File: src/rtl/gpio_evt_pkg.sv
package gpio_evt_pkg;
  localparam int unsigned NPIN   = 32;
  localparam int unsigned ADDR_W = 5;

  typedef enum logic [ADDR_W-1:0] {
    OFF_DIR = 5'h00,
    OFF_ODR = 5'h04,
    OFF_DAT = 5'h08,
    OFF_EVT = 5'h0C,
    OFF_MSK = 5'h10,
    OFF_EDG = 5'h14
  } reg_off_e;

  // pin n <-> register bit NPIN-1-n
  function automatic logic [NPIN-1:0] pin_flip(input logic [NPIN-1:0] v);
    logic [NPIN-1:0] r;
    for (int i = 0; i < NPIN; i++) r[NPIN-1-i] = v[i];
    return r;
  endfunction

  // data read view: outputs show the latch, inputs show the sample
  function automatic logic [NPIN-1:0] data_view(input logic [NPIN-1:0] dir,
                                                input logic [NPIN-1:0] latch,
                                                input logic [NPIN-1:0] smp);
    return (dir & latch) | (~dir & smp);
  endfunction

  // edge select: 1 = falling only, 0 = any change
  function automatic logic [NPIN-1:0] edge_pick(input logic [NPIN-1:0] now,
                                                input logic [NPIN-1:0] prev,
                                                input logic [NPIN-1:0] fall_only);
    return (fall_only & prev & ~now) | (~fall_only & (prev ^ now));
  endfunction
endpackage

File: src/rtl/gpio_sync.sv
module gpio_sync #(
  parameter int unsigned W      = 32,
  parameter int unsigned STAGES = 2
) (
  input  logic         clk,
  input  logic         rst_n,
  input  logic [W-1:0] d,
  output logic [W-1:0] q
);
  logic [W-1:0] chain [STAGES];

  genvar s;
  generate
    for (s = 0; s < STAGES; s++) begin : g_stage
      always_ff @(posedge clk or negedge rst_n) begin
        if (!rst_n) chain[s] <= '0;
        else if (s == 0) chain[s] <= d;
        else chain[s] <= chain[(s == 0) ? 0 : s-1];
      end
    end
  endgenerate

  assign q = chain[STAGES-1];
endmodule

File: src/rtl/gpio_edge.sv
module gpio_edge #(
  parameter int unsigned W = 32
) (
  input  logic         clk,
  input  logic         rst_n,
  input  logic [W-1:0] smp,
  input  logic [W-1:0] fall_only,
  output logic [W-1:0] hit
);
  import gpio_evt_pkg::*;
  logic [W-1:0] prev_q;

  always_ff @(posedge clk or negedge rst_n) begin
    if (!rst_n) prev_q <= '0;
    else prev_q <= smp;
  end

  assign hit = edge_pick(smp, prev_q, fall_only);
endmodule

File: src/rtl/gpio_evt_bank.sv
module gpio_evt_bank #(
  parameter int unsigned W = 32
) (
  input  logic         clk,
  input  logic         rst_n,
  input  logic [W-1:0] hit,
  input  logic [W-1:0] clr,
  output logic [W-1:0] ev
);
  always_ff @(posedge clk or negedge rst_n) begin
    if (!rst_n) ev <= '0;
    else ev <= (ev & ~clr) | hit;  // new edge beats clear
  end
endmodule

File: src/rtl/gpio_evt_port.sv
module gpio_evt_port
  import gpio_evt_pkg::*;
#(
  parameter int unsigned SYNC_STAGES = 2
) (
  input  logic              clk,
  input  logic              rst_n,
  input  logic              bus_wr,
  input  logic              bus_rd,
  input  logic [ADDR_W-1:0] bus_addr,
  input  logic [NPIN-1:0]   bus_wdata,
  output logic [NPIN-1:0]   bus_rdata,
  input  logic [NPIN-1:0]   pad_in,
  output logic [NPIN-1:0]   pad_out,
  output logic [NPIN-1:0]   pad_oe,
  output logic              irq
);
  localparam int unsigned W = NPIN;

  logic [W-1:0] dir_q, odr_q, dat_q, msk_q, edg_q;
  logic [W-1:0] ev_q, smp_q, edge_hit, evt_clr;
  logic         wr_dir, wr_odr, wr_dat, wr_evt, wr_msk, wr_edg;

  assign wr_dir = bus_wr && (bus_addr == OFF_DIR);
  assign wr_odr = bus_wr && (bus_addr == OFF_ODR);
  assign wr_dat = bus_wr && (bus_addr == OFF_DAT);
  assign wr_evt = bus_wr && (bus_addr == OFF_EVT);
  assign wr_msk = bus_wr && (bus_addr == OFF_MSK);
  assign wr_edg = bus_wr && (bus_addr == OFF_EDG);

  always_ff @(posedge clk or negedge rst_n) begin
    if (!rst_n) begin
      dir_q <= '0;
      odr_q <= '0;
      dat_q <= '0;
      msk_q <= '0;
      edg_q <= '0;
    end else begin
      if (wr_dir) dir_q <= bus_wdata;
      if (wr_odr) odr_q <= bus_wdata;
      if (wr_dat) dat_q <= bus_wdata;
      if (wr_msk) msk_q <= bus_wdata;
      if (wr_edg) edg_q <= bus_wdata;
    end
  end

  gpio_sync #(.W(W), .STAGES(SYNC_STAGES)) i_sync (
    .clk(clk), .rst_n(rst_n), .d(pin_flip(pad_in)), .q(smp_q)
  );

  gpio_edge #(.W(W)) i_edge (
    .clk(clk), .rst_n(rst_n), .smp(smp_q), .fall_only(edg_q), .hit(edge_hit)
  );

  assign evt_clr = wr_evt ? bus_wdata : '0;

  gpio_evt_bank #(.W(W)) i_evt (
    .clk(clk), .rst_n(rst_n), .hit(edge_hit), .clr(evt_clr), .ev(ev_q)
  );

  // pad drive, register-bit space then flipped to pin order
  logic [W-1:0] oe_bits, out_bits;
  assign oe_bits  = dir_q & (~odr_q | ~dat_q);
  assign out_bits = dat_q & ~odr_q;
  assign pad_oe   = pin_flip(oe_bits);
  assign pad_out  = pin_flip(out_bits);

  assign irq = |(ev_q & msk_q);

  always_comb begin
    bus_rdata = '0;
    if (bus_rd) begin
      case (bus_addr)
        OFF_DIR: bus_rdata = dir_q;
        OFF_ODR: bus_rdata = odr_q;
        OFF_DAT: bus_rdata = data_view(dir_q, dat_q, smp_q);
        OFF_EVT: bus_rdata = ev_q;
        OFF_MSK: bus_rdata = msk_q;
        OFF_EDG: bus_rdata = edg_q;
        default: bus_rdata = '0;
      endcase
    end
  end
endmodule

File: config.mk
export PLATFORM = sky130hd
export DESIGN_NAME = gpio_evt_port
export DESIGN_NICKNAME = d
export VERILOG_FILES = /design/src/rtl/gpio_evt_pkg.sv /design/src/rtl/gpio_sync.sv /design/src/rtl/gpio_edge.sv /design/src/rtl/gpio_evt_bank.sv /design/src/rtl/gpio_evt_port.sv
export SDC_FILE = /design/constraint.sdc
export NUM_CORES = 1
export LEC_CHECK = 0
export BUFFER_PORTS_ARGS = -buffer_cell sky130_fd_sc_hd__buf_2
export CORE_AREA = 2 2 210 212
export DETAILED_ROUTE_END_ITERATION = 10
export DIE_AREA = 0 0 212 214
export HOLD_SLACK_MARGIN = 0.06
export PLACE_DENSITY = 0.46
export SYNTH_ARGS = -nofsm -noshare
export SYNTH_HDL_FRONTEND = slang
export SYNTH_SLANG_ARGS = --single-unit
File: constraint.sdc
create_clock -name clk -period 2 [get_ports clk]
set_input_delay 0.3 -clock clk [delete_from_list [all_inputs] [get_ports clk]]
set_output_delay 0.3 -clock clk [all_outputs]
set_load 0.02 [all_outputs]
# After elaboration in Yosys (flattened, before gate mapping)
# Cells that the tools add are included.
dict set report totals {
  word_cells 45
  output_inout_bits 97
  input_bits 73
  reg_bits 288
}
dict set report classes {
  n_mux 3
  bitwise 20
  reduce_logical 8
  eq_ne 5
}
# operator n
set ops {}
lappend ops {{$and 32x32->32} 9}
lappend ops {{$not 32->32} 6}
lappend ops {{$pmux 32 s6} 1}
lappend ops {{$or 32x32->32} 4}
lappend ops {{$mux 32} 2}
lappend ops {{$reduce_or 32->1} 1}
lappend ops {{$xor 32x32->32} 1}
lappend ops {{$eq 5x4->1 const B} 2}
lappend ops {{$eq 5x5->1 const B} 2}
lappend ops {{$logic_and 1x1->1} 6}
lappend ops {{$eq 5x3->1 const B} 1}
lappend ops {{$logic_not 5->1} 1}

# Longest topological paths before layout
# Gate-level depths: netlist of the first run.
dict set report depth {
  depth_word 6
  mapped_depth 6
  depth_no_buf 3
}

# By module
# A second synthesis of the first run with hierarchy kept.
dict set report unflattened {
  hier_cells 1049
  hier_area_um2 12979.9
}
# module cells_each seq_area_each_um2 area_each_um2 instances
set modules_own_cells {}
lappend modules_own_cells {gpio_evt_port 761 4003.8 8695.8 1}
lappend modules_own_cells {gpio_sync 96 1601.5 1841.8 1}
lappend modules_own_cells {gpio_edge 96 800.8 1281.2 1}
lappend modules_own_cells {gpio_evt_bank 96 800.8 1161.1 1}

# Least setup slack after synthesis of the first run
# Ideal clock, no wire load.
dict set report synth_timing {
  path_kind {input port to output port}
  start {input bus_addr[3]}
  end {output bus_rdata[11]}
  arrival_time_ns 1.463
  path_stages 6
  setup_slack_ns 0.237
  cell_sequence {buf_2 > buf_2 > buf_2 > mux2i_1 > o2bb2ai_1 > a22o_1}
}
dict set report synth_between {
  elab_chain_len 3
}
# element line_no
set synth_lines {}
lappend synth_lines {{from (decl)} gpio_evt_port.sv:10} ;# input logic [ADDR_W-1:0] bus_addr,
lappend synth_lines {{$eq 5x5->1, or another cell as far along} gpio_evt_port.sv:73} ;# case (bus_addr)
lappend synth_lines {{$pmux 32 s6 *} gpio_evt_port.sv:73}
lappend synth_lines {{$mux 32 *} gpio_evt_port.sv:72} ;# if (bus_rd) begin
lappend synth_lines {{to (decl)} gpio_evt_port.sv:12} ;# output logic [NPIN-1:0] bus_rdata,
# Mark *: on every way between the ends. The rest lies on a longest branch, timed or not.

# Final worst setup path of the first run
dict set report layout_timing {
  start {register i_evt.ev[15]}
  end {output irq}
}
dict set report layout_between {
  elab_chain_len 2
}
# element line_no
set layout_lines {}
lappend layout_lines {{from (decl)} gpio_evt_bank.sv:8} ;# output logic [W-1:0] ev
lappend layout_lines {{from (signal assigned)} gpio_evt_bank.sv:12} ;# else ev <= (ev & ~clr) | hit;
lappend layout_lines {{$and 32x32->32} gpio_evt_port.sv:68} ;# assign irq = |(ev_q & msk_q);
lappend layout_lines {{$reduce_or 32->1} gpio_evt_port.sv:68}
lappend layout_lines {{to (decl)} gpio_evt_port.sv:16} ;# output logic irq
# No other way between the ends.

==> run summary, run 1 <==
Antenna Nets Post-Route: 0
Non-filler instance count after layout: 1,861
Flop2flop setup slack: 0.93 ns
Setup crit end: irq
DIE HEIGHT: 214 µm
Netlist cell types: 27
Vias in the first global route: 9,375
Syn_area_per_cell: 13.0 µm²
Final hold vios: 0
Total CTS buffers: 35
Synth Flop Type: dfrtp_1
Final Util: 39.3%
Power per cell area: 975 nW/µm²
Most frequent cells in the layout: dfrtp_1, mux2_1, buf_2, mux2i_1, nand2_1
FF-to-FF path depth: 3
NumNets Final: 1,323
Failing checks: negative setup slack
Die Area: 45,400 µm²
Routed len/inst: 21.2 µm
Initial Util: 29.9%
Core footprint: 42,900 µm²
Commonest non-fill, non-tap cell in the layout: dfrtp_1
Syn Nets: 1,058
Pin count of the biggest net entering global routing: 57
Clk slew on worst S/H paths: 0.05 ns
Root Buffer: clkbuf_16
Top cell type's share of synthesized area: 56.1%
Total gr overflow: 0
Crit path launch type: flop
Placed Cells: 1,734
Worst skew pair latency: 0.53 ns
Flops & latches, synth: 288
CP Launch Point: i_evt.ev[15]
CTS tree: done
Num Clock Sinks: 288
Slew headroom: 63.1%
First-pass GRT wire length: 60.4 mm
Final WL: 39.4 mm
Setup_tns: -0.480 ns
Inserted Diodes: 0
RR Startpoint: dir_q[25]
I/O pins: 170
RePlAce Congestion: 0.743
Fin crit share: 123%
GRT Total Usage: 17.7%
Min-Delay Path Class: input port to flop
Crit path max fanout: 2
Max IR drop VDD: 0.000501 V
Setup WS post-layout: -0.461 ns
Run status: complete, but fails checks
Initial antenna violation count: 0
Peak Freq: 0.406 GHz
Row count: 76
Biggest area consumer among synthesized cells: dfrtp_1
CP Capture Type: output pin
FF-to-FF End: dir_q[25]
DR pass1 iterations: 5
Slew @ Worst Pin: 0.554 ns
Max-cap violation count: 0
Synth warnings: 0
Total leakage power: 7.71 nW
Endpoints failing setup: 4
H-tree depth: 2
Via count: 9,029
Asr flop ratio synth: 100%
Unrepaired setup endpoints after global routing: yes
Worst EP required: 1.70 ns
Post-layout min period: 2.46 ns
Post-DP HPWL: 26.6 mm
DRT iter0 DRCs: 437
Post-synth EDFFs: 0
Share of layout cells above drive strength 1: 25.1%
Syn Inst Count: 985
CP arrival: 2.16 ns
DRC viols: 0
Synth top area cells: dfrtp_1, mux2_1, mux2i_1
Port Buffers: 169
Vias per inst: 4.85
Sequential area share after synthesis: 56.1%
Dpl ws: -0.0628 ns
Die X-Extent: 212 µm
Synth Cell Area: 12,800 µm²
Fin. max-slew vios: 0
Final setup skew: 0.00871 ns
Crit Path Category: flop to output pin
Max Root-Sink Buffers: 3
Layout area overhead: 31.4%
[cell families after synthesis]
family	after synthesis	synth area share (%)
AND/OR/NAND/NOR	179	8.29
AO/OA/AOI/OAI	176	11.3
multiplexers	253	21.3
buffers and inverters	89	3.00
flip-flops	288	56.1
[cell usage after synthesis (4+ instances only)]
cell       instances
dfrtp_1          288
mux2_1           160
mux2i_1           93
nand2_1           65
nor2b_1           34
a21boi_0          32
a22o_1            32
inv_1             32
nand4bb_1         32
o221ai_1          32
o2bb2ai_1         32
nor2_1            30
o31ai_1           29
buf_2             26
clkbuf_1          26
a22oi_1           16
buf_4              5
nand4_1            4
[worst max-delay path: stages, from the launching register on]
cell	delay [ns]
dfrtp_1	0.38
a22oi_2	0.34
nand4_1	0.15
or4_4	0.60
buf_6	0.16
[per-stage QoR]
| stage | power, mW | hold WS (ns) | area, µm² |
|---|---|---|---|
| global placement | 10.0 | 0.279 | 14900 |
| finish | 16.5 | 0.0864 | 16900 |
| detailed placement | 10.1 | 0.286 | 14900 |
| CTS | 16.7 | 0.0620 | 16700 |
| global route | 17.3 | 0.0860 | 16900 |
| floorplan | 8.79 | 0.00441 | 12800 |
[layout make-up]
type	count	area, µm²
clock inverter	6	57.6
tap	585	732
timing repair buffer	285	2280
inverter	32	120
fill	4137	26000
sequential	288	7220
multi-input combinational	608	5370
clock buffer	57	1090
[timing repair]
action / CTS / global route
pin swaps: 13 / 14
buffers inserted: 6 / 7
hold endpoints to repair: 156 / 0
hold buffers: 52 / 0
cloned: 0 / 0
endpoints found under the setup margin: 17 / 31
resized for setup: 27 / 27
[registers in the layout, summed over array words and instances (netlist names)]
signal,cells
i_sync.chain,32
dat_q,32
msk_q,32
i_edge.prev_q,32
odr_q,32
i_sync.q,32
i_evt.ev,32
edg_q,32
dir_q,32
[power breakdown]
group / total, mW / switching, mW / internal [mW]
combinational: 2.82 / 1.47 / 1.36
clock: 6.32 / 2.47 / 3.85
sequential: 7.31 / 0.735 / 6.58
total: 16.5 / 4.67 / 11.8
[worst min-delay path by stage]
stage / start / end / slack, ns / cells after the start
2_1_floorplan: rst_n / dat_q[0] / 0.004 / 0
3_3_place_gp: rst_n / i_sync.chain[42] / 0.28 / 1
6_report: bus_wdata[6] / dir_q[6] / 0.09 / 2
5_1_grt: bus_wdata[6] / dat_q[6] / 0.09 / 2
4_1_cts: bus_wdata[7] / dir_q[7] / 0.06 / 2
3_5_place_dp: rst_n / i_sync.chain[42] / 0.29 / 1
[layer usage]
metal,vias up,GRT usage [%],routed length [µm]
li1,4193,-,-
met1,4597,26.1,19700
met2,185,26.2,17100
met3,54,2.99,1540
met4,0,6.01,1020
met5,-,0,0
No activity file was read; power rests on OpenSTA's default activity.
==> run 2: changes to the inputs <==
--- a/config.mk
+++ b/config.mk
@@ -11,6 +11,7 @@
 export DIE_AREA = 0 0 212 214
 export HOLD_SLACK_MARGIN = 0.06
 export PLACE_DENSITY = 0.46
+export SKIP_CTS_REPAIR_TIMING = 1
 export SYNTH_ARGS = -nofsm -noshare
 export SYNTH_HDL_FRONTEND = slang
 export SYNTH_SLANG_ARGS = --single-unit
==> run 2 against run 1 <==
Net effect:
- the flow still finishes with violations (negative setup slack)
- first-iteration DRC count rose by 10%
- sequential cell count unchanged
- count of clock-buffer cells in the layout did not move
- critical path depth did not move
- worst hold slack got worse by 0.023 ns
- global-route usage down 0.21 points
- sequential share of layout area increased by 0.56 points
- via count down 0.34%
- register-to-register slack better by 0.06 ns
- non-clock buffer count fell by 23
- clock power is essentially flat
- critical endpoint unchanged
==> run summary, run 2 (synthesis results as in run 1) <==
Initial Util: 29.9%
DIE HEIGHT: 214 µm
DR pass1 iterations: 5
Max-cap violation count: 0
Total leakage power: 7.61 nW
FF-to-FF End: i_evt.ev[5]
Crit path launch type: flop
Int Power: 11.7 mW
Antenna Nets Post-Route: 0
Via count: 8,998
Final setup skew: 0.00919 ns
Switching Share: 28.4%
DRT iter0 DRCs: 481
Unrepaired setup endpoints after global routing: yes
Endpoints failing setup: 4
Final hold vios: 0
Slew @ Worst Pin: 0.552 ns
Worst EP required: 1.70 ns
Highest metal used: met4
CP arrival: 2.19 ns
Crit Path Category: flop to output pin
H-tree depth: 2
Fillcell total: 4,152
Total gr overflow: 0
Num Clock Sinks: 288
Final Util: 38.8%
Commonest non-fill, non-tap cell in the layout: dfrtp_1
Core footprint: 42,900 µm²
Worst skew pair latency: 0.53 ns
Most frequent cells in the layout: dfrtp_1, mux2_1, buf_2, mux2i_1, nand2_1
GRT Total Usage: 17.5%
Wire length on met2: 17.0 mm
Sw Pwr: 4.67 mW
Crit path max fanout: 3
Setup crit end: irq
Row count: 76
Setup WS post-layout: -0.486 ns
Total CTS buffers: 35
Max Root-Sink Buffers: 3
Layout area overhead: 29.7%
Post-DP HPWL: 26.6 mm
Min-Delay Path Class: input port to flop
Met3 wire len: 1.80 mm
CTS tree: done
CP Capture Type: output pin
DP Area: 14,900 µm²
Flop2flop setup slack: 0.99 ns
Vias per inst: 4.90
Port Buffers: 169
Power per cell area: 985 nW/µm²
Final instance area: 16,700 µm²
First-pass GRT wire length: 59.6 mm
Pin count of the biggest net entering global routing: 57
Peak Freq: 0.402 GHz
Run status: complete, but fails checks
Clk slew on worst S/H paths: 0.05 ns
Share of layout cells above drive strength 1: 24.9%
Sequential power share: 44.6%
Final WL: 39.3 mm
Clock power frac: 38.5%
Failing checks: negative setup slack
CP Launch Point: i_evt.ev[15]
Slew headroom: 63.2%
RR Startpoint: i_evt.ev[5]
Die Area: 45,400 µm²
CP cell instances: a22oi_2, nand4_1, or4_4, buf_6
DRC viols: 0
Vias in the first global route: 9,116
DRT met1 WL: 19.3 mm
NumNets Final: 1,300
Initial antenna violation count: 0
Fin. max-slew vios: 0
Largest stage delay on the critical path: 0.60 ns
Inserted Diodes: 0
CP delay by family, top: simple AND/OR/NAND/NOR gates
CP max stage cell: or4_4
Critical path depth in cells: 4
Die X-Extent: 212 µm
Fin crit share: 124%
Post-layout min period: 2.49 ns
Combinational power share: 16.9%
Routed len/inst: 21.4 µm
Max IR drop VDD: 0.000497 V
RePlAce Congestion: 0.743
WP buf/inv: 1
I/O pins: 170
Dpl ws: -0.0628 ns
Root Buffer: clkbuf_16
FF-to-FF path depth: 2
## run 2: changes by cell type in the layout (fill, tap and decap cells not counted), sizes merged
| cell | previous run | this run |
|---|---|---|
| dlygate4sd3 | 52 | 35 |
| buf | 233 | 227 |
## run 2: metal layers
layer	GRT usage [%]	vias up
met5	0	-
met4	5.96	0
met3	3.20	58
met2	25.9	197
met1	25.6	4593
li1	-	4150
## run 2: power groups by stage
stage               Sequential, mW  Clock, mW  Combinational, mW
CTS                           7.29       6.55               2.68
global placement              7.38          0               2.65
floorplan                     7.12          0               1.67
global route                  7.43       6.78               3.04
finish                        7.31       6.32               2.78
detailed placement            7.39          0               2.67
## run 2: worst min path at each step
stage	from	to	slack (ns)	depth (start not counted)
floorplan	rst_n	dat_q[0]	0.004	0
global placement	rst_n	i_sync.chain[42]	0.28	1
detailed placement	rst_n	i_sync.chain[42]	0.29	1
CTS	rst_n	dir_q[11]	-0.29	1
global route	bus_wdata[30]	odr_q[30]	0.07	2
finish	bus_wdata[10]	msk_q[10]	0.06	2
## run 2: area by class of cell
type | count | area, µm² | share of cell area [%]
clock buffer | 57 | 1090 | 6.55
tap | 585 | 732 | 4.40
inverter | 32 | 120 | 0.721
sequential | 288 | 7220 | 43.4
multi-input combinational | 608 | 5370 | 32.2
timing repair buffer | 262 | 2060 | 12.4
clock inverter | 6 | 57.6 | 0.346
## run 2: metrics by stage
stage                     hold slack, ns  power [mW]  TNS, ns  instances
final                             0.0629        16.4   -0.511       1838
after global routing              0.0652        17.2    -1.62       1838
after CTS                         -0.287        16.5    -1.27       1797
after detailed placement           0.286        10.1  -0.0628       1734
after global placement             0.279        10.0  -0.0849       1734
after floorplan                  0.00441        8.79        0        985
## run 2: worst reg2reg max path: stages, from the launching register on
cell and delay (ns):
dfrtp_1 0.38, buf_4 0.15, a221o_1 0.35
